<file path="config.mk">
export PLATFORM = sky130hd
export DESIGN_NAME = capcmp_timer
export DESIGN_NICKNAME = d
export VERILOG_FILES = /design/src/rtl/capcmp_pkg.sv /design/src/rtl/capcmp_chain.sv /design/src/rtl/capcmp_capture.sv /design/src/rtl/capcmp_compare.sv /design/src/rtl/capcmp_timer.sv
export SDC_FILE = /design/constraint.sdc
export NUM_CORES = 1
export LEC_CHECK = 0
export BUFFER_PORTS_ARGS = -buffer_cell sky130_fd_sc_hd__buf_4
export CAP_MARGIN = 20
export CORE_ASPECT_RATIO = 1.5
export CORE_MARGIN = 3
export CORE_UTILIZATION = 50
export CTS_CLUSTER_SIZE = 28
export DETAILED_ROUTE_END_ITERATION = 16
export PLACE_DENSITY_LB_ADDON = 0.25
export SKIP_LAST_GASP = 1
export SLEW_MARGIN = 15
export SYNTH_ARGS = -nofsm -noshare
export SYNTH_HDL_FRONTEND = slang
export SYNTH_HIERARCHICAL = 1
export SYNTH_SLANG_ARGS = --single-unit
</file>
<file path="constraint.sdc">
create_clock -name clk_i -period 2.6 [get_ports clk_i]
set_clock_uncertainty 0.2 [all_clocks]
set_input_delay 0.52 -clock clk_i [delete_from_list [all_inputs] [get_ports clk_i]]
set_output_delay 0.52 -clock clk_i [all_outputs]
set_load 0.02 [all_outputs]
</file>
<file path="src/rtl/capcmp_pkg.sv">
package capcmp_pkg;
  typedef enum logic [1:0] {
    EDGE_OFF  = 2'b00,
    EDGE_RISE = 2'b01,
    EDGE_FALL = 2'b10,
    EDGE_BOTH = 2'b11
  } edge_e;

  typedef enum logic [1:0] {
    ACT_NONE   = 2'b00,
    ACT_TOGGLE = 2'b01,
    ACT_LOW    = 2'b10,
    ACT_HIGH   = 2'b11
  } act_e;
endpackage

</file>
<file path="src/rtl/capcmp_chain.sv">
module capcmp_chain #(
  parameter int CNT_W    = 16,
  parameter int CHAIN_W  = 16,
  parameter int RTI_BASE = 13
) (
  input  logic             clk_i,
  input  logic             rst_ni,
  input  logic [1:0]       psc_sel_i,
  input  logic [1:0]       rti_sel_i,
  output logic [CNT_W-1:0] cnt_o,
  output logic             tick_o,
  output logic             ovf_hit_o,
  output logic             rti_hit_o
);
  localparam int PSC_W = 4;

  logic [CHAIN_W-1:0] chain_q;
  logic [CNT_W-1:0]   cnt_q;
  logic [PSC_W-1:0]   psc_mask;
  logic [CHAIN_W-1:0] rti_mask;

  always_comb begin
    unique case (psc_sel_i)
      2'd0:    psc_mask = 4'h0;
      2'd1:    psc_mask = 4'h3;
      2'd2:    psc_mask = 4'h7;
      default: psc_mask = 4'hF;
    endcase
  end

  always_comb begin
    for (int i = 0; i < CHAIN_W; i++)
      rti_mask[i] = (i < RTI_BASE + int'(rti_sel_i));
  end

  assign tick_o    = (chain_q[PSC_W-1:0] & psc_mask) == psc_mask;
  assign ovf_hit_o = tick_o && (&cnt_q);
  assign rti_hit_o = &(chain_q | ~rti_mask);
  assign cnt_o     = cnt_q;

  always_ff @(posedge clk_i or negedge rst_ni) begin
    if (!rst_ni) begin
      chain_q <= '0;
      cnt_q   <= '0;
    end else begin
      chain_q <= chain_q + CHAIN_W'(1);
      if (tick_o) cnt_q <= cnt_q + CNT_W'(1);
    end
  end


  cnt_step_chk: assert property (@(posedge clk_i) disable iff (!rst_ni)
    tick_o |=> cnt_q == $past(cnt_q) + CNT_W'(1));

  cnt_hold_chk: assert property (@(posedge clk_i) disable iff (!rst_ni)
    !tick_o |=> $stable(cnt_q));

  ovf_wrap_chk: assert property (@(posedge clk_i) disable iff (!rst_ni)
    ovf_hit_o |=> cnt_q == '0);

  rti_align_chk: assert property (@(posedge clk_i) disable iff (!rst_ni)
    rti_hit_o |=> (chain_q & $past(rti_mask)) == '0);
endmodule

</file>
<file path="src/rtl/capcmp_capture.sv">
module capcmp_capture #(
  parameter int CNT_W = 16
) (
  input  logic                clk_i,
  input  logic                rst_ni,
  input  logic                pin_i,
  input  capcmp_pkg::edge_e   edge_sel_i,
  input  logic [CNT_W-1:0]    cnt_i,
  output logic                hit_o,
  output logic [CNT_W-1:0]    cap_o
);
  import capcmp_pkg::*;

  logic s1_q, s2_q, s3_q;
  logic rise, fall;

  assign rise = s2_q & ~s3_q;
  assign fall = ~s2_q & s3_q;

  always_comb begin
    unique case (edge_sel_i)
      EDGE_RISE: hit_o = rise;
      EDGE_FALL: hit_o = fall;
      EDGE_BOTH: hit_o = rise | fall;
      default:   hit_o = 1'b0;
    endcase
  end

  always_ff @(posedge clk_i or negedge rst_ni) begin
    if (!rst_ni) begin
      s1_q  <= 1'b0;
      s2_q  <= 1'b0;
      s3_q  <= 1'b0;
      cap_o <= '0;
    end else begin
      s1_q <= pin_i;
      s2_q <= s1_q;
      s3_q <= s2_q;
      if (hit_o) cap_o <= cnt_i;
    end
  end


  cap_latch_chk: assert property (@(posedge clk_i) disable iff (!rst_ni)
    hit_o |=> cap_o == $past(cnt_i));

  cap_off_chk: assert property (@(posedge clk_i) disable iff (!rst_ni)
    (edge_sel_i == EDGE_OFF) |=> $stable(cap_o));
endmodule

</file>
<file path="src/rtl/capcmp_compare.sv">
module capcmp_compare #(
  parameter int CNT_W = 16
) (
  input  logic               clk_i,
  input  logic               rst_ni,
  input  logic               tick_i,
  input  logic [CNT_W-1:0]   cnt_i,
  input  logic [CNT_W-1:0]   cmp_i,
  input  capcmp_pkg::act_e   act_i,
  output logic               hit_o,
  output logic               pin_o
);
  import capcmp_pkg::*;

  // match is flagged on the edge where the counter becomes equal
  assign hit_o = tick_i && ((cnt_i + CNT_W'(1)) == cmp_i);

  always_ff @(posedge clk_i or negedge rst_ni) begin
    if (!rst_ni) pin_o <= 1'b0;
    else if (hit_o) begin
      unique case (act_i)
        ACT_TOGGLE: pin_o <= ~pin_o;
        ACT_LOW:    pin_o <= 1'b0;
        ACT_HIGH:   pin_o <= 1'b1;
        default:    pin_o <= pin_o;
      endcase
    end
  end


  cmp_equal_chk: assert property (@(posedge clk_i) disable iff (!rst_ni)
    hit_o |=> cnt_i == $past(cmp_i));

  cmp_toggle_chk: assert property (@(posedge clk_i) disable iff (!rst_ni)
    (hit_o && act_i == ACT_TOGGLE) |=> pin_o != $past(pin_o));

  cmp_quiet_chk: assert property (@(posedge clk_i) disable iff (!rst_ni)
    !hit_o |=> $stable(pin_o));
endmodule

</file>
<file path="src/rtl/capcmp_timer.sv">
module capcmp_timer #(
  parameter int CNT_W    = 16,
  parameter int N_CAP    = 3,
  parameter int N_CMP    = 5,
  parameter int RTI_BASE = 13,
  localparam int N_FLAG  = N_CAP + N_CMP + 2,
  localparam int CHAIN_W = RTI_BASE + 3,
  localparam int BYTE_W  = 8
) (
  input  logic                   clk_i,
  input  logic                   rst_ni,
  input  logic [1:0]             psc_sel_i,
  input  logic [1:0]             rti_sel_i,
  input  logic [N_CAP-1:0]       cap_pin_i,
  input  logic [2*N_CAP-1:0]     cap_edge_i,
  output logic [CNT_W*N_CAP-1:0] cap_val_o,
  input  logic [CNT_W*N_CMP-1:0] cmp_val_i,
  input  logic [2*N_CMP-1:0]     cmp_act_i,
  output logic [N_CMP-1:0]       cmp_pin_o,
  input  logic [N_FLAG-1:0]      irq_en_i,
  input  logic [N_FLAG-1:0]      flag_clr_i,
  output logic [N_FLAG-1:0]      flag_o,
  output logic                   irq_o,
  output logic [CNT_W-1:0]       count_o,
  input  logic                   cnt_hi_rd_i,
  output logic [BYTE_W-1:0]      cnt_lo_o
);
  import capcmp_pkg::*;

  localparam int OVF_IDX = N_CAP + N_CMP;
  localparam int RTI_IDX = OVF_IDX + 1;

  logic [CNT_W-1:0]  cnt;
  logic              tick, ovf_hit, rti_hit;
  logic [N_FLAG-1:0] flag_set, flag_q;
  logic [BYTE_W-1:0] lo_snap_q;

  capcmp_chain #(.CNT_W(CNT_W), .CHAIN_W(CHAIN_W), .RTI_BASE(RTI_BASE)) u_chain (
    .clk_i, .rst_ni, .psc_sel_i, .rti_sel_i,
    .cnt_o(cnt), .tick_o(tick), .ovf_hit_o(ovf_hit), .rti_hit_o(rti_hit)
  );

  for (genvar i = 0; i < N_CAP; i++) begin : g_cap
    capcmp_capture #(.CNT_W(CNT_W)) u_cap (
      .clk_i, .rst_ni,
      .pin_i(cap_pin_i[i]),
      .edge_sel_i(edge_e'(cap_edge_i[2*i +: 2])),
      .cnt_i(cnt),
      .hit_o(flag_set[i]),
      .cap_o(cap_val_o[CNT_W*i +: CNT_W])
    );
  end

  for (genvar j = 0; j < N_CMP; j++) begin : g_cmp
    capcmp_compare #(.CNT_W(CNT_W)) u_cmp (
      .clk_i, .rst_ni,
      .tick_i(tick),
      .cnt_i(cnt),
      .cmp_i(cmp_val_i[CNT_W*j +: CNT_W]),
      .act_i(act_e'(cmp_act_i[2*j +: 2])),
      .hit_o(flag_set[N_CAP+j]),
      .pin_o(cmp_pin_o[j])
    );
  end

  assign flag_set[OVF_IDX] = ovf_hit;
  assign flag_set[RTI_IDX] = rti_hit;

  always_ff @(posedge clk_i or negedge rst_ni) begin
    if (!rst_ni) begin
      flag_q    <= '0;
      lo_snap_q <= '0;
    end else begin
      flag_q <= (flag_q & ~flag_clr_i) | flag_set;  // set wins
      if (cnt_hi_rd_i) lo_snap_q <= cnt[BYTE_W-1:0];
    end
  end

  assign flag_o   = flag_q;
  assign irq_o    = |(flag_q & irq_en_i);
  assign count_o  = cnt;
  assign cnt_lo_o = lo_snap_q;


  flag_sticky_chk: assert property (@(posedge clk_i) disable iff (!rst_ni)
    1'b1 |=> (flag_q & $past(flag_set)) == $past(flag_set));

  flag_clear_chk: assert property (@(posedge clk_i) disable iff (!rst_ni)
    1'b1 |=> (flag_q & $past(flag_clr_i & ~flag_set)) == '0);

  snap_hold_chk: assert property (@(posedge clk_i) disable iff (!rst_ni)
    !cnt_hi_rd_i |=> $stable(lo_snap_q));
endmodule

</file>
==> results.yml <==
power_and_ir_drop:
  net-switching-power_uw: 2623
  power.leakage_uw: 0.005132
  seq_power_share_pct: 34.6
  ir_worst_vdd_mv: 0.4791
  power_uw: 6648
  power_frac_comb_pct: 43.8
  swShare_pct: 39.46
  powerDensity_nw_per_um2: 604.0
  cell_internal_pwr_uw: 4025
  clkPwrFrac_pct: 21.6
place:
  place.gp.congestion: 0.8678
  placed_cell_area_um2: 10650
  place_inst: 1316
  dp_hpwl_um: 19240
  portBuffers: 213
sta:
  fmax_mhz: 405.7
  hold_ws_ps: 61.14
  setup_viol: 0
  maxSlewHeadroom_pct: 27.95
  timing.final.hold_violations: 0
  slew_violations: 0
  finalCritPeriodShare_pct: 94.79
  worstMarginPinSlew_ps: 1076
  period_needed_ps: 2465
route:
  drtIter0Drc: 490
  wl_um: 26180
  wl_per_cell_um: 19.57
  first_pass_iters: 5
  vias_per_cell: 5.941
  remaining_drc_errors: 0
  num_vias: 7949
  antenna_left: 0
min_path:
  holdCritPathClass: "input pin to flip-flop"
  min_from: "cap_pin_i[0]"
  worst_hold_path.num_cells: 1
  hold_end: "g_cap[0].u_cap/s1_q$_DFF_PN0_"
critical_path:
  crit_fanout: 12
  ff2ff_setup_slack_ps: 140
  cp_cell_sequence: "buf_4 -> buf_4 -> nand3_1 -> xnor2_1 -> nand4_1 -> nor3_1 -> o21ai_1 -> nor4_4 -> a2bb2oi_2"
  end_kind: "flip-flop"
  worstPathArrival_ps: 2560
  start_kind: "flip-flop"
  rr_endpoint: "g_cmp[4].u_cmp/pin_o$_DFFE_PN0P_"
  crit_path_max_incr_delay_ps: 520
  r2r_start: "u_chain/cnt_o[0]$_DFFE_PN0P_"
  cp_slowest_cell: "dfrtp_2"
  crit_type: "flip-flop to flip-flop"
  crit_top_cell: "buf_4"
  r2r_cells: 9
  crit_required_ps: 2690
clock_network:
  insertion_delay_ps: 360
  clock_path_buffers: 2
  cts_tree: "done"
  clk_pin_slew_ps: 90
  clock_sinks: 112
  htree_levels: 3
  clock-root-buffer: "clkbuf_16"
  cts_inserted_buffers: 9
finish:
  finish.net_count: 1261
  post-route-util_pct: 65.67
  fill_cells: 1425
  layout_commonest_cell: "buf_4"
  multiInputGateArea_um2: 5404
  fin_cells: 1338
  register_area_um2: 2811
  final_cell_mix: "buf_4 (258), dfrtp_1 (107), nand3_1 (81)"
  fin_area_um2: 11010
  area_growth_pct: 28.44
  drive_gt1_share_pct: 34.69
logic_synthesis:
  synthCells: 888
  ys.flop_type: "dfrtp_1"
  async_reset_ff_share_pct: 100.0
  synth_edf_count: 0
  synth_cell_types: 51
  syn_nets: 1027
  synth-seq-cells: 112
  yosysSeqAreaShare_pct: 32.70
  syn_avg_cell_area_um2: 9.652
  ys_warn_count: 6
  synthesis.area_um2: 8571
global_routing:
  antenna_found_initial: 1
  overflow: 0
  grt_pass1_vias: 7790
  gr-usage-all-layers_pct: 27.45
  grt_first_pass_wirelength_um: 41500
  grt_start_max_net_pins: 38
floorplan:
  dieArea_um2: 18780
  fp.dieW_um: 112.9
  coreArea_um2: 16760
  fp-row-count: 58
  die_h_um: 166.4
  start_util_pct: 51.13
  pin_count: 214
flow_run:
  maxCapViolCount: 0
status:
  outcome: "completed"
worst max path at each step:
stage                                  from                                to  slack (ps)  cells after the start
2_1_floorplan  u_chain/cnt_o[9]$_DFFE_PN0P_               flag_o[3]$_DFF_PN0_          70                      7
3_3_place_gp                   psc_sel_i[0]  g_cmp[2].u_cmp/pin_o$_DFFE_PN0P_         170                     10
3_5_place_dp                   psc_sel_i[0]  g_cmp[3].u_cmp/pin_o$_DFFE_PN0P_         110                     10
4_1_cts        u_chain/cnt_o[0]$_DFFE_PN0P_               flag_o[3]$_DFF_PN0_         130                      8
5_1_grt        u_chain/cnt_o[0]$_DFFE_PN0P_  g_cmp[4].u_cmp/pin_o$_DFFE_PN0P_         -30                      9
6_report       u_chain/cnt_o[0]$_DFFE_PN0P_  g_cmp[4].u_cmp/pin_o$_DFFE_PN0P_         140                      9
metal layers:
layer	vias to the layer above	global-route usage, %	share of wire, %
li1	3744	-	-
met1	3858	33.88	39
met5	-	0	0
met3	64	4.265	6.2
met2	283	47.27	51
met4	0	11.56	4.1
final cells by class:
| cell class | count | share of cell area (%) |
|---|---|---|
| antenna | 1 | 0.02273 |
| clock buffer | 9 | 2.046 |
| clock inverter | 7 | 0.7843 |
| inverter | 26 | 0.8866 |
| multi-input combinational | 705 | 49.09 |
| sequential | 112 | 25.54 |
| tap | 210 | 2.387 |
| timing repair buffer | 268 | 19.24 |
metrics by stage:
stage	worst slack (ps)	setup TNS, ps
global route	-25.29	-25.29
finish	135.4	0
CTS	133.4	0
floorplan	67.09	0
global placement	171.5	0
detailed placement	113.9	0
timing repair:
| item | CTS | global route |
|---|---|---|
| setup endpoints to repair | 0 | 4 |
| hold endpoints to repair | 23 | 0 |
| gates resized for setup | 0 | 1 |
| hold buffers | 1 | 0 |
| setup buffers | 0 | 3 |
registers in the layout, summed over array words and instances, names as in the netlist:
name,count
g_cap.u_cap/s3_q,3
g_cap.u_cap/cap_o,48
u_chain/cnt_o,16
g_cmp.u_cmp/pin_o,5
u_chain/chain_q,16
cnt_lo_o,8
g_cap.u_cap/s2_q,3
g_cap.u_cap/s1_q,3
flag_o,10
Yosys cell counts (20+ instances only):
library cell	number	area share (%)
nor2_1	43	1.9
a21oi_1	49	2.9
xor2_1	59	6.0
nand2_1	38	1.7
nand4_1	38	2.8
and3_1	20	1.5
a21bo_2	48	5.6
dfrtp_1	112	33
inv_1	26	1.1
a221o_1	48	5.6
nand3_1	81	4.7
xnor2_1	80	8.2
kinds of logic after synthesis:
| family | synth area share [%] |
|---|---|
| compound gates | 20.85 |
| xor+xnor | 14.20 |
| fa+ha+maj | 1.898 |
| buf+inv | 4.248 |
| flops | 32.70 |
| mux | 3.080 |
| simple gates | 23.02 |
power groups by stage:
stage               registers [µW]  logic, µW  clock network [µW]
global placement              2320       2800                   0
CTS                           2300       2870                1460
finish                        2300       2910                1430
floorplan                     2640       1340                   0
detailed placement            2330       2850                   0
global route                  2340       3150                1520
worst max-delay path, delay by kind of cell (launching register included):
| family | cells | cell delay (ps) |
|---|---|---|
| simple gates | 4 | 750 |
| buf+inv | 2 | 340 |
| flops | 1 | 520 |
| compound gates | 2 | 340 |
| xor+xnor | 1 | 250 |
No activity file was read; power rests on OpenSTA's default activity.
